$ cat src/rtl/dir_pkg.sv
package dir_pkg;

    typedef enum logic [1:0] {
        OP_READ   = 2'd0,
        OP_READEX = 2'd1,
        OP_REVISE = 2'd2,
        OP_DONE   = 2'd3
    } req_op_t;

    typedef enum logic [1:0] {
        RSP_DATA  = 2'd0,
        RSP_OWNER = 2'd1,
        RSP_NACK  = 2'd2
    } rsp_op_t;

    typedef enum logic [1:0] {
        BLK_IDLE      = 2'd0,
        BLK_WAIT_REV  = 2'd1,
        BLK_WAIT_DONE = 2'd2
    } blk_state_t;

endpackage

$ cat src/rtl/dir_entry_store.sv
module dir_entry_store
    import dir_pkg::*;
#(
    parameter int NODES     = 16,
    parameter int BLOCKS    = 64,
    parameter int DATA_W    = 32,
    parameter int NODE_W    = $clog2(NODES),
    parameter int BLK_W     = $clog2(BLOCKS),
    parameter logic [DATA_W-1:0] INIT_BASE = 32'hC0DE_0000
) (
    input  logic              clk,
    input  logic              rst_n,
    input  logic [BLK_W-1:0]  idx,
    output blk_state_t        cur_state,
    output logic              cur_dirty,
    output logic [NODES-1:0]  cur_pres,
    output logic [NODE_W-1:0] cur_pend,
    output logic [DATA_W-1:0] cur_data,
    input  logic              wr_en,
    input  blk_state_t        wr_state,
    input  logic              wr_dirty,
    input  logic [NODES-1:0]  wr_pres,
    input  logic [NODE_W-1:0] wr_pend,
    input  logic              mem_we,
    input  logic [DATA_W-1:0] mem_wdata
);

    blk_state_t        state_q [BLOCKS];
    logic              dirty_q [BLOCKS];
    logic [NODES-1:0]  pres_q  [BLOCKS];
    logic [NODE_W-1:0] pend_q  [BLOCKS];
    logic [DATA_W-1:0] mem_q   [BLOCKS];

    assign cur_state = state_q[idx];
    assign cur_dirty = dirty_q[idx];
    assign cur_pres  = pres_q[idx];
    assign cur_pend  = pend_q[idx];
    assign cur_data  = mem_q[idx];

    always_ff @(posedge clk) begin
        if (!rst_n) begin
            for (int b = 0; b < BLOCKS; b++) begin
                state_q[b] <= BLK_IDLE;
                dirty_q[b] <= 1'b0;
                pres_q[b]  <= '0;
                pend_q[b]  <= '0;
                mem_q[b]   <= INIT_BASE + DATA_W'(b);
            end
        end else begin
            if (wr_en) begin
                state_q[idx] <= wr_state;
                dirty_q[idx] <= wr_dirty;
                pres_q[idx]  <= wr_pres;
                pend_q[idx]  <= wr_pend;
            end
            if (mem_we) begin
                mem_q[idx] <= mem_wdata;
            end
        end
    end

    // a dirty entry is held by exactly one node
    assert_dirty_single_holder_R3: assert property (@(posedge clk) disable iff (!rst_n)
        (wr_en && wr_dirty) |-> $onehot(wr_pres));

    // an open transaction may only be closed, never re-targeted
    assert_busy_only_closes_R7: assert property (@(posedge clk) disable iff (!rst_n)
        (wr_en && cur_state != BLK_IDLE) |-> (wr_state == BLK_IDLE));

    // an exclusive grant leaves a dirty block with one holder
    assert_excl_grant_R5: assert property (@(posedge clk) disable iff (!rst_n)
        (wr_en && wr_state == BLK_WAIT_DONE) |-> (wr_dirty && $countones(wr_pres) == 1));

    // memory is written only while a write-back is awaited
    assert_mem_write_when_waiting_R4: assert property (@(posedge clk) disable iff (!rst_n)
        mem_we |-> (cur_state == BLK_WAIT_REV));

endmodule

$ cat src/rtl/dir_txn_fsm.sv
module dir_txn_fsm
    import dir_pkg::*;
#(
    parameter int NODES  = 16,
    parameter int DATA_W = 32,
    parameter int NODE_W = $clog2(NODES)
) (
    input  logic              fire,
    input  logic [1:0]        req_op,
    input  logic [NODE_W-1:0] req_node,
    input  logic [DATA_W-1:0] req_data,
    input  blk_state_t        cur_state,
    input  logic              cur_dirty,
    input  logic [NODES-1:0]  cur_pres,
    input  logic [NODE_W-1:0] cur_pend,
    input  logic [DATA_W-1:0] cur_data,
    output logic              wr_en,
    output blk_state_t        wr_state,
    output logic              wr_dirty,
    output logic [NODES-1:0]  wr_pres,
    output logic [NODE_W-1:0] wr_pend,
    output logic              mem_we,
    output logic [DATA_W-1:0] mem_wdata,
    output logic              nxt_valid,
    output rsp_op_t           nxt_op,
    output logic [DATA_W-1:0] nxt_data,
    output logic [NODES-1:0]  nxt_vec,
    output logic [NODE_W-1:0] nxt_owner
);

    localparam logic [NODES-1:0] ONE_HOT0 = {{(NODES-1){1'b0}}, 1'b1};

    req_op_t           op;
    logic [NODES-1:0]  req_bit;
    logic [NODES-1:0]  pend_bit;
    logic [NODE_W-1:0] owner_id;

    assign op       = req_op_t'(req_op);
    assign req_bit  = ONE_HOT0 << req_node;
    assign pend_bit = ONE_HOT0 << cur_pend;

    // owner of a dirty block is the single node whose presence bit is set
    always_comb begin
        owner_id = '0;
        for (int n = NODES - 1; n >= 0; n--) begin
            if (cur_pres[n]) owner_id = NODE_W'(n);
        end
    end

    always_comb begin
        wr_en     = 1'b0;
        wr_state  = cur_state;
        wr_dirty  = cur_dirty;
        wr_pres   = cur_pres;
        wr_pend   = cur_pend;
        mem_we    = 1'b0;
        mem_wdata = req_data;
        nxt_valid = fire;
        nxt_op    = RSP_NACK;
        nxt_data  = '0;
        nxt_vec   = '0;
        nxt_owner = '0;
        if (fire) begin
            unique case (cur_state)
                BLK_IDLE: begin
                    unique case (op)
                        OP_READ: begin
                            wr_en = 1'b1;
                            if (cur_dirty) begin
                                nxt_op    = RSP_OWNER;
                                nxt_owner = owner_id;
                                wr_state  = BLK_WAIT_REV;
                                wr_pend   = req_node;
                            end else begin
                                nxt_op   = RSP_DATA;
                                nxt_data = cur_data;
                                wr_pres  = cur_pres | req_bit;
                            end
                        end
                        OP_READEX: begin
                            wr_en = 1'b1;
                            if (cur_dirty) begin
                                nxt_op    = RSP_OWNER;
                                nxt_owner = owner_id;
                            end else begin
                                nxt_op   = RSP_DATA;
                                nxt_data = cur_data;
                                nxt_vec  = cur_pres & ~req_bit;
                            end
                            wr_pres  = req_bit;
                            wr_dirty = 1'b1;
                            wr_state = BLK_WAIT_DONE;
                            wr_pend  = req_node;
                        end
                        default: nxt_op = RSP_NACK;
                    endcase
                end
                BLK_WAIT_REV: begin
                    if (op == OP_REVISE && req_node == owner_id) begin
                        wr_en     = 1'b1;
                        mem_we    = 1'b1;
                        wr_dirty  = 1'b0;
                        wr_pres   = cur_pres | pend_bit;
                        wr_state  = BLK_IDLE;
                        nxt_valid = 1'b0;
                    end
                end
                BLK_WAIT_DONE: begin
                    if (op == OP_DONE && req_node == cur_pend) begin
                        wr_en     = 1'b1;
                        wr_state  = BLK_IDLE;
                        nxt_valid = 1'b0;
                    end
                end
                default: nxt_op = RSP_NACK;
            endcase
        end
    end

endmodule

$ cat src/rtl/dir_reply_reg.sv
module dir_reply_reg
    import dir_pkg::*;
#(
    parameter int NODES  = 16,
    parameter int DATA_W = 32,
    parameter int NODE_W = $clog2(NODES),
    parameter int BLK_W  = 6
) (
    input  logic              clk,
    input  logic              rst_n,
    input  logic              fire,
    input  logic              nxt_valid,
    input  rsp_op_t           nxt_op,
    input  logic [NODE_W-1:0] nxt_dest,
    input  logic [BLK_W-1:0]  nxt_blk,
    input  logic [DATA_W-1:0] nxt_data,
    input  logic [NODES-1:0]  nxt_vec,
    input  logic [NODE_W-1:0] nxt_owner,
    output logic              rsp_valid,
    output logic [1:0]        rsp_op,
    output logic [NODE_W-1:0] rsp_dest,
    output logic [BLK_W-1:0]  rsp_blk,
    output logic [DATA_W-1:0] rsp_data,
    output logic [NODES-1:0]  rsp_vec,
    output logic [NODE_W-1:0] rsp_owner
);

    always_ff @(posedge clk) begin
        if (!rst_n) begin
            rsp_valid <= 1'b0;
            rsp_op    <= '0;
            rsp_dest  <= '0;
            rsp_blk   <= '0;
            rsp_data  <= '0;
            rsp_vec   <= '0;
            rsp_owner <= '0;
        end else begin
            rsp_valid <= nxt_valid;
            if (nxt_valid) begin
                rsp_op    <= nxt_op;
                rsp_dest  <= nxt_dest;
                rsp_blk   <= nxt_blk;
                rsp_data  <= nxt_data;
                rsp_vec   <= nxt_vec;
                rsp_owner <= nxt_owner;
            end
        end
    end

    // every reply follows an accepted request by one cycle
    assert_reply_after_req_R10: assert property (@(posedge clk) disable iff (!rst_n)
        rsp_valid |-> $past(fire));

endmodule

$ cat src/rtl/dir_home_ctrl.sv
module dir_home_ctrl
    import dir_pkg::*;
#(
    parameter int NODES  = 16,
    parameter int BLOCKS = 64,
    parameter int DATA_W = 32,
    parameter int NODE_W = $clog2(NODES),
    parameter int BLK_W  = $clog2(BLOCKS),
    parameter logic [DATA_W-1:0] INIT_BASE = 32'hC0DE_0000
) (
    input  logic              clk,
    input  logic              rst_n,
    input  logic              req_valid,
    output logic              req_ready,
    input  logic [1:0]        req_op,
    input  logic [NODE_W-1:0] req_node,
    input  logic [BLK_W-1:0]  req_blk,
    input  logic [DATA_W-1:0] req_data,
    output logic              rsp_valid,
    output logic [1:0]        rsp_op,
    output logic [NODE_W-1:0] rsp_dest,
    output logic [BLK_W-1:0]  rsp_blk,
    output logic [DATA_W-1:0] rsp_data,
    output logic [NODES-1:0]  rsp_vec,
    output logic [NODE_W-1:0] rsp_owner
);

    logic              ready_q;
    logic              fire;
    blk_state_t        cur_state;
    logic              cur_dirty;
    logic [NODES-1:0]  cur_pres;
    logic [NODE_W-1:0] cur_pend;
    logic [DATA_W-1:0] cur_data;
    logic              wr_en;
    blk_state_t        wr_state;
    logic              wr_dirty;
    logic [NODES-1:0]  wr_pres;
    logic [NODE_W-1:0] wr_pend;
    logic              mem_we;
    logic [DATA_W-1:0] mem_wdata;
    logic              nxt_valid;
    rsp_op_t           nxt_op;
    logic [DATA_W-1:0] nxt_data;
    logic [NODES-1:0]  nxt_vec;
    logic [NODE_W-1:0] nxt_owner;

    always_ff @(posedge clk) begin
        if (!rst_n) ready_q <= 1'b0;
        else        ready_q <= 1'b1;
    end

    assign req_ready = ready_q;
    assign fire      = req_valid && ready_q;

    dir_entry_store #(
        .NODES(NODES), .BLOCKS(BLOCKS), .DATA_W(DATA_W),
        .NODE_W(NODE_W), .BLK_W(BLK_W), .INIT_BASE(INIT_BASE)
    ) u_store (
        .clk(clk), .rst_n(rst_n), .idx(req_blk),
        .cur_state(cur_state), .cur_dirty(cur_dirty), .cur_pres(cur_pres),
        .cur_pend(cur_pend), .cur_data(cur_data),
        .wr_en(wr_en), .wr_state(wr_state), .wr_dirty(wr_dirty),
        .wr_pres(wr_pres), .wr_pend(wr_pend),
        .mem_we(mem_we), .mem_wdata(mem_wdata)
    );

    dir_txn_fsm #(
        .NODES(NODES), .DATA_W(DATA_W), .NODE_W(NODE_W)
    ) u_fsm (
        .fire(fire), .req_op(req_op), .req_node(req_node), .req_data(req_data),
        .cur_state(cur_state), .cur_dirty(cur_dirty), .cur_pres(cur_pres),
        .cur_pend(cur_pend), .cur_data(cur_data),
        .wr_en(wr_en), .wr_state(wr_state), .wr_dirty(wr_dirty),
        .wr_pres(wr_pres), .wr_pend(wr_pend),
        .mem_we(mem_we), .mem_wdata(mem_wdata),
        .nxt_valid(nxt_valid), .nxt_op(nxt_op), .nxt_data(nxt_data),
        .nxt_vec(nxt_vec), .nxt_owner(nxt_owner)
    );

    dir_reply_reg #(
        .NODES(NODES), .DATA_W(DATA_W), .NODE_W(NODE_W), .BLK_W(BLK_W)
    ) u_reply (
        .clk(clk), .rst_n(rst_n), .fire(fire),
        .nxt_valid(nxt_valid), .nxt_op(nxt_op), .nxt_dest(req_node),
        .nxt_blk(req_blk), .nxt_data(nxt_data), .nxt_vec(nxt_vec),
        .nxt_owner(nxt_owner),
        .rsp_valid(rsp_valid), .rsp_op(rsp_op), .rsp_dest(rsp_dest),
        .rsp_blk(rsp_blk), .rsp_data(rsp_data), .rsp_vec(rsp_vec),
        .rsp_owner(rsp_owner)
    );

    // a message that closes a transaction is answered by silence
    assert_silent_close_R8: assert property (@(posedge clk) disable iff (!rst_n)
        (fire && (req_op == 2'd2 || req_op == 2'd3)) |=> (!rsp_valid || rsp_op == 2'd2));

    // ready is held low only during reset
    assert_ready_after_reset_R1: assert property (@(posedge clk) disable iff (!rst_n)
        $past(rst_n) |-> req_ready);

endmodule

$ cat config.mk
export PLATFORM = sky130hd
export DESIGN_NAME = dir_home_ctrl
export DESIGN_NICKNAME = d
export VERILOG_FILES = /design/src/rtl/dir_pkg.sv /design/src/rtl/dir_entry_store.sv /design/src/rtl/dir_txn_fsm.sv /design/src/rtl/dir_reply_reg.sv /design/src/rtl/dir_home_ctrl.sv
export SDC_FILE = /design/constraint.sdc
export NUM_CORES = 2
export LEC_CHECK = 0
export BUFFER_PORTS_ARGS = -buffer_cell sky130_fd_sc_hd__buf_2
export CAP_MARGIN = 10
export CORE_ASPECT_RATIO = 1.25
export CORE_UTILIZATION = 30
export DETAILED_ROUTE_END_ITERATION = 10
export MAX_ROUTING_LAYER = met4
export PLACE_DENSITY = 0.43
export SYNTH_ARGS = -nofsm -noshare
export SYNTH_HDL_FRONTEND = slang
export SYNTH_SLANG_ARGS = --single-unit
$ cat constraint.sdc
create_clock -name clk -period 11.8 [get_ports clk]
set_clock_uncertainty 0.15 [all_clocks]
set_input_delay 1.77 -clock clk [delete_from_list [all_inputs] [get_ports clk]]
set_output_delay 1.77 -clock clk [all_outputs]
set_load 0.1 [all_outputs]
# Word-level counts from Yosys, hierarchy flattened

Memories as Yosys holds them, arrays and structs flattened.
Cells that the tools add are included.

ROM bits: 0
Flip-flop bits (word level): 66
Memories: 5
Input bits: 47
Memory bits (writable): 3,520
Latch bits: 0

Memory list:

| name            | words | width | read ports | clocked after memory_dff | write ports | line                  | text |
|---|---|---|---|---|---|---|---|
| u_store.mem_q   | 64    | 32    | 1          | 0                        | 64          | dir_entry_store.sv:32 | `logic [DATA_W-1:0] mem_q [BLOCKS];` |
| u_store.pres_q  | 64    | 16    | 1          | 0                        | 64          | dir_entry_store.sv:30 | `logic [NODES-1:0] pres_q [BLOCKS];` |
| u_store.pend_q  | 64    | 4     | 1          | 0                        | 64          | dir_entry_store.sv:31 | `logic [NODE_W-1:0] pend_q [BLOCKS];` |
| u_store.state_q | 64    | 2     | 1          | 0                        | 64          | dir_entry_store.sv:28 | `blk_state_t state_q [BLOCKS];` |
| u_store.dirty_q | 64    | 1     | 1          | 0                        | 64          | dir_entry_store.sv:29 | `logic dirty_q [BLOCKS];` |

Shift operators: 2
Magnitude comparators: 0
Reductions and logical operators: 11
Multiply operators: 0
Divide/modulo/power cells: 0
Bitwise operators: 4
Mux-type cells: 85
$add $sub $neg: 0
Eq/ne operators: 7

Operators with widths:

| operator               | count |
|---|---|
| $mux W32               | 5 |
| $mux W16               | 8 |
| $mux W4                | 24 |
| $pmux W16 S2           | 2 |
| $or A16 B16 Y16        | 2 |
| $reduce_or A32 Y1      | 1 |
| $shl A1 B4 Y16 const A | 2 |
| $mux W6                | 5 |
| $mux W1                | 27 |
| $and A16 B16 Y16       | 1 |
| $mux W2                | 8 |
| $not A16 Y16           | 1 |
| $reduce_or A16 Y1      | 1 |
| $eq A4 B4 Y1           | 2 |
| $pmux W4 S2            | 1 |
| $eq A2 B2 Y1 const B   | 3 |
| $pmux W2 S3            | 1 |
| $eq A2 B1 Y1 const B   | 2 |
| $logic_not A2 Y1       | 2 |
| $pmux W1 S2            | 2 |
| $pmux W2 S2            | 1 |
| $reduce_or A2 Y1       | 2 |
| $reduce_or A4 Y1       | 1 |
| $logic_and A1 B1 Y1    | 3 |
| other kinds (2)        | 2 |

# Longest topological paths before layout

An unclocked memory read counts as a cell.

Word-level depth: 27
Depth in mapped cells: 33
Mapped depth without buffers: 17

# By module

Synthesis repeated with hierarchy kept, for this count alone.

Cell total of the unflattened synthesis: 12,808
Area, all modules: 164,305.1 um^2

By module, submodules not included:

| module          | area each (um^2) | cells each | instances |
|---|---|---|---|
| dir_entry_store | 159,940.9        | 12,290     | 1 |
| dir_reply_reg   | 2,489.9          | 208        | 1 |
| dir_txn_fsm     | 1,848.0          | 308        | 1 |
| dir_home_ctrl   | 26.3             | 2          | 1 |

# Least setup slack after synthesis

OpenSTA, ideal clock, no wires.

Path kind: input to register
Start: input port req_blk[2]
End: memory u_store.pend_q[11][0] (netlist name), enable pin
Path buffers: 16
Arrival time: 8.696 ns
Cell stages on the path: 28
Setup slack: 2.522 ns
Setup time: 0.432 ns
Required time: 11.218 ns
Cells stage by stage: buf_4 -> buf_6 -> buf_6 -> buf_4 -> buf_4 -> buf_4 -> buf_2 -> buf_2 -> buf_4 -> buf_2 -> buf_2 -> buf_2 -> mux2_2 -> a221oi_1 -> nor2_1 -> a221oi_1 -> o221a_2 -> o311a_1 -> ha_1 -> and3_1 -> nand2_1 -> or4b_1 -> buf_2 -> a21o_1 -> buf_2 -> buf_6 -> buf_2 -> o21ai_0

RTL lines:

| element     | line                  | text |
|---|---|---|
| from (decl) | dir_home_ctrl.sv:17   | `input logic [BLK_W-1:0] req_blk,` |
| to (decl)   | dir_entry_store.sv:31 |  |

==> run_results.csv <==
group,metric,value,unit
status,status,"complete, but fails checks",
status,violations,"capacitance limit, slew limit",
placed_design,dp_slack,1.36,ns
worst_setup_path,start_kind,"primary input",
sta,hold_slack,0.301,ns
floorplan,coreArea,535000,µm²
floorplan,die_height,822,µm
worst_setup_path,crit_path_top_delay_cell,"a222oi_1",
worst_setup_path,crit_type,"primary input to flop",
route,wl_per_cell,37.1,µm
route,drtIter0Drc,13300,
global_route,grtUsageMet1,32.3,%
cells_and_area,drive_gt1_share,17.0,%
synth,ys_seq_area_share,65.9,%
clocking,hold_buffers,0,
worst_setup_path,cp.required,12.37,ns
placed_design,hpwl,432000,µm
sta,fin_crit_sh,82.2,%
worst_setup_path,path_common_cell,"buf_4",
cells_and_area,fillCellCount,51800,
synth,ys_ff_latch,3586,
worst_setup_path,reg2reg_from,"u_store.pres_q[37][12]",
synth,ys.warnings.count,0,
run,maxCapViolations,1,
sta,tightest_slew,1.50,ns
clocking,cts_tree,"done",
global_route,grtUsageTotal,26.5,%
global_route,grt_use_met2,43.3,%
placed_design,io_buffers,112,
route,dr.pass1.iters,8,
min_path,hold_start,"u_reply.rsp_blk[1]",
global_route,grt_pass1_vias,107000,
sta,setup-tns-final,0,ns
worst_setup_path,crit_chain,"buf_8 > nor2_4 > buf_4 > buf_4 > a221o_1 > a222oi_1 > o22ai_1 > nor4_2 > nand4_1 > nor4_2 > a21oi_1 > a22o_1 > or4b_4 > a21o_4 > buf_12 > o21ai_2 > buf_4",
route,ant_nets,0,
sta,hold_viol,0,
clocking,cts_resized,0,
cells_and_area,final_common_cell,"edfxtp_1",
cells_and_area,final_cell_mix,"edfxtp_1 (3456), and2_1 (1348), nor2_1 (863)",
global_route,grt.busiest_layer,"met2",
worst_setup_path,critical-path-max-stage-delay,1.06,ns
route,via_count,109000,
clocking,cts_sinks,3586,
clocking,clock_latency,1.05,ns
clocking,cts_buffer_depth,4,
placed_design,placed_area,171000,µm²
global_route,use_met3,3.73,%
synth,yosysTopAreaCell,"edfxtp_1",
floorplan,rows,300,
floorplan,boundaryPins,113,
power,p_leak,59.5,nW
worst_setup_path,worstSetupEndpointType,"flop",
worst_setup_path,crit_start,"req_blk[2]",
floorplan,die_area,541000,µm²
route,viasPerCell,5.65,
clocking,cts.htree.levels,5,
synth,ys_types,92,
global_route,antenna_found_initial,52,
clocking,postCtsSetupBuffers,0,
sta,period_minus_slack,9.69,ns
route,drc,0,
sta,slew_viol_final,2,
synth,synth_top_cell_area_share,64.3,%
synth,ys_async_sr_fraction,0,%
sta,fmax,103,MHz
synth,synth_cells,12100,
global_route,grt_first_pass_wirelength,968000,µm
power,worst_ir_drop_vdd,0.000121,V
min_path,hp-class,"flop to flop",
synth,synth_edf_count,3456,
synth,netlist_area,162000,µm²
synth,ys_top_cells_by_area,"edfxtp_1 (64%), and2_1 (5.2%), a22oi_1 (3.2%)",
placed_design,gp_congestion,0.894,
cells_and_area,area_growth,14.2,%
synth,synthesis.nets,12200,
floorplan,die_x,658,µm
clocking,cts_buffers,405,
route,drt_wl_total,719000,µm
worst_setup_path,crit_path_max_fanout,68,
sta,relSlewSlack,-2.64,%
global_route,gr-total-overflow,0,
sta,finalWorstSetupSlack,2.11,ns
synth,avgSynthCellArea,13.3,µm²
sta,rsz0062_at_grt,"false",
worst_setup_path,critPathArrivalTime,10.26,ns
cells_and_area,fin_area,184000,µm²
synth,synth_flop_cell,"edfxtp_1",
cells_and_area,nets,11900,
global_route,grt_start_max_net_pins,95,
clocking,clock-root-buffer,"clkbuf_16",
power,power_density,164,nW/µm²
sta,finalSetupViolations,0,
power,power,0.0302,W
floorplan,start_util,30.2,%
clocking,clk_pin_slew_worst_paths,0.06,ns
-- Yosys cell counts (85+ instances only) --
master,n
and2_1,1350
edfxtp_1,3456
dfxtp_1,130
a22o_1,123
nor3_2,331
nand4_1,98
buf_1,112
nor3_1,436
nand2_1,339
o22ai_1,85
o21ai_0,142
a221oi_1,298
buf_2,220
clkbuf_1,903
mux2_2,146
a22oi_1,699
a21oi_1,211
mux2i_1,441
nand2b_1,799
nor2_1,869
a31oi_1,89
-- power by group --
| part | internal, W | total, W | switching [W] |
|---|---|---|---|
| Clock | 0.00729 | 0.0129 | 0.00560 |
| Combinational | 0.000588 | 0.00295 | 0.00237 |
| Sequential | 0.0143 | 0.0144 | 0.000112 |
-- kinds of logic after synthesis --
kind of cell / count (synthesis) / share of synthesized area [%]
and+or+nand+nor: 4444 / 16.0
muxes: 674 / 4.94
adders and majority gates: 4 / 0.0310
buffers and inverters: 1369 / 3.78
xor gates and xnor gates: 4 / 0.0217
DFF: 3586 / 65.9
AOI/OAI and AO/OA: 2026 / 9.38
-- cell type report --
cell class	count	area (µm²)	share of cell area, %
clock buffer	499	10700	5.82
timing repair buffer	699	5560	3.01
sequential	3586	106000	57.7
tap	7097	8880	4.82
multi-input combinational	7152	50200	27.2
clock inverter	259	2480	1.34
antenna	54	135	0.0733
inverter	19	85.1	0.0461
-- stage by stage --
stage	std cells	utilization [%]
floorplan	12100	-
global placement	18500	31.9
detailed placement	18600	32.0
CTS	19300	34.5
global route	19300	34.5
finish	19400	34.5
-- layer usage --
metal / part of all wire (%) / up-vias
li1: - / 45000
met1: 39 / 57800
met2: 48 / 5392
met3: 6.9 / 1251
met4: 5.8 / 0
met5: 0 / -
-- final timing paths --
check                          endpoint  slack, ns  cells after the start
setup / recovery  u_store.pend_q[23][3]       2.11                     17
hold / removal       u_reply.rsp_blk[1]       0.30                      2
setup reg to reg  u_store.pend_q[23][3]       3.81                     14
hold reg to reg      u_reply.rsp_blk[1]       0.30                      2
-- worst max-delay path: cells and delay by family --
| family | cells | cell delay, ns |
|---|---|---|
| compound gates | 7 | 3.61 |
| buf+inv | 5 | 1.72 |
| simple gates | 5 | 2.76 |
-- sequential cells by signal, indices dropped and copies added, names as in the netlist --
| name | flops |
|---|---|
| u_reply.rsp_valid | 1 |
| u_reply.rsp_data | 32 |
| req_ready | 1 |
| u_reply.rsp_op | 2 |
| u_reply.rsp_vec | 16 |
| u_store.state_q | 128 |
| u_reply.rsp_dest | 4 |
| u_store.pres_q | 1024 |
| u_reply.rsp_blk | 6 |
| u_store.dirty_q | 64 |
| u_store.mem_q | 2048 |
| u_store.pend_q | 256 |
| u_reply.rsp_owner | 4 |
(Power assumes the default switching activity.)
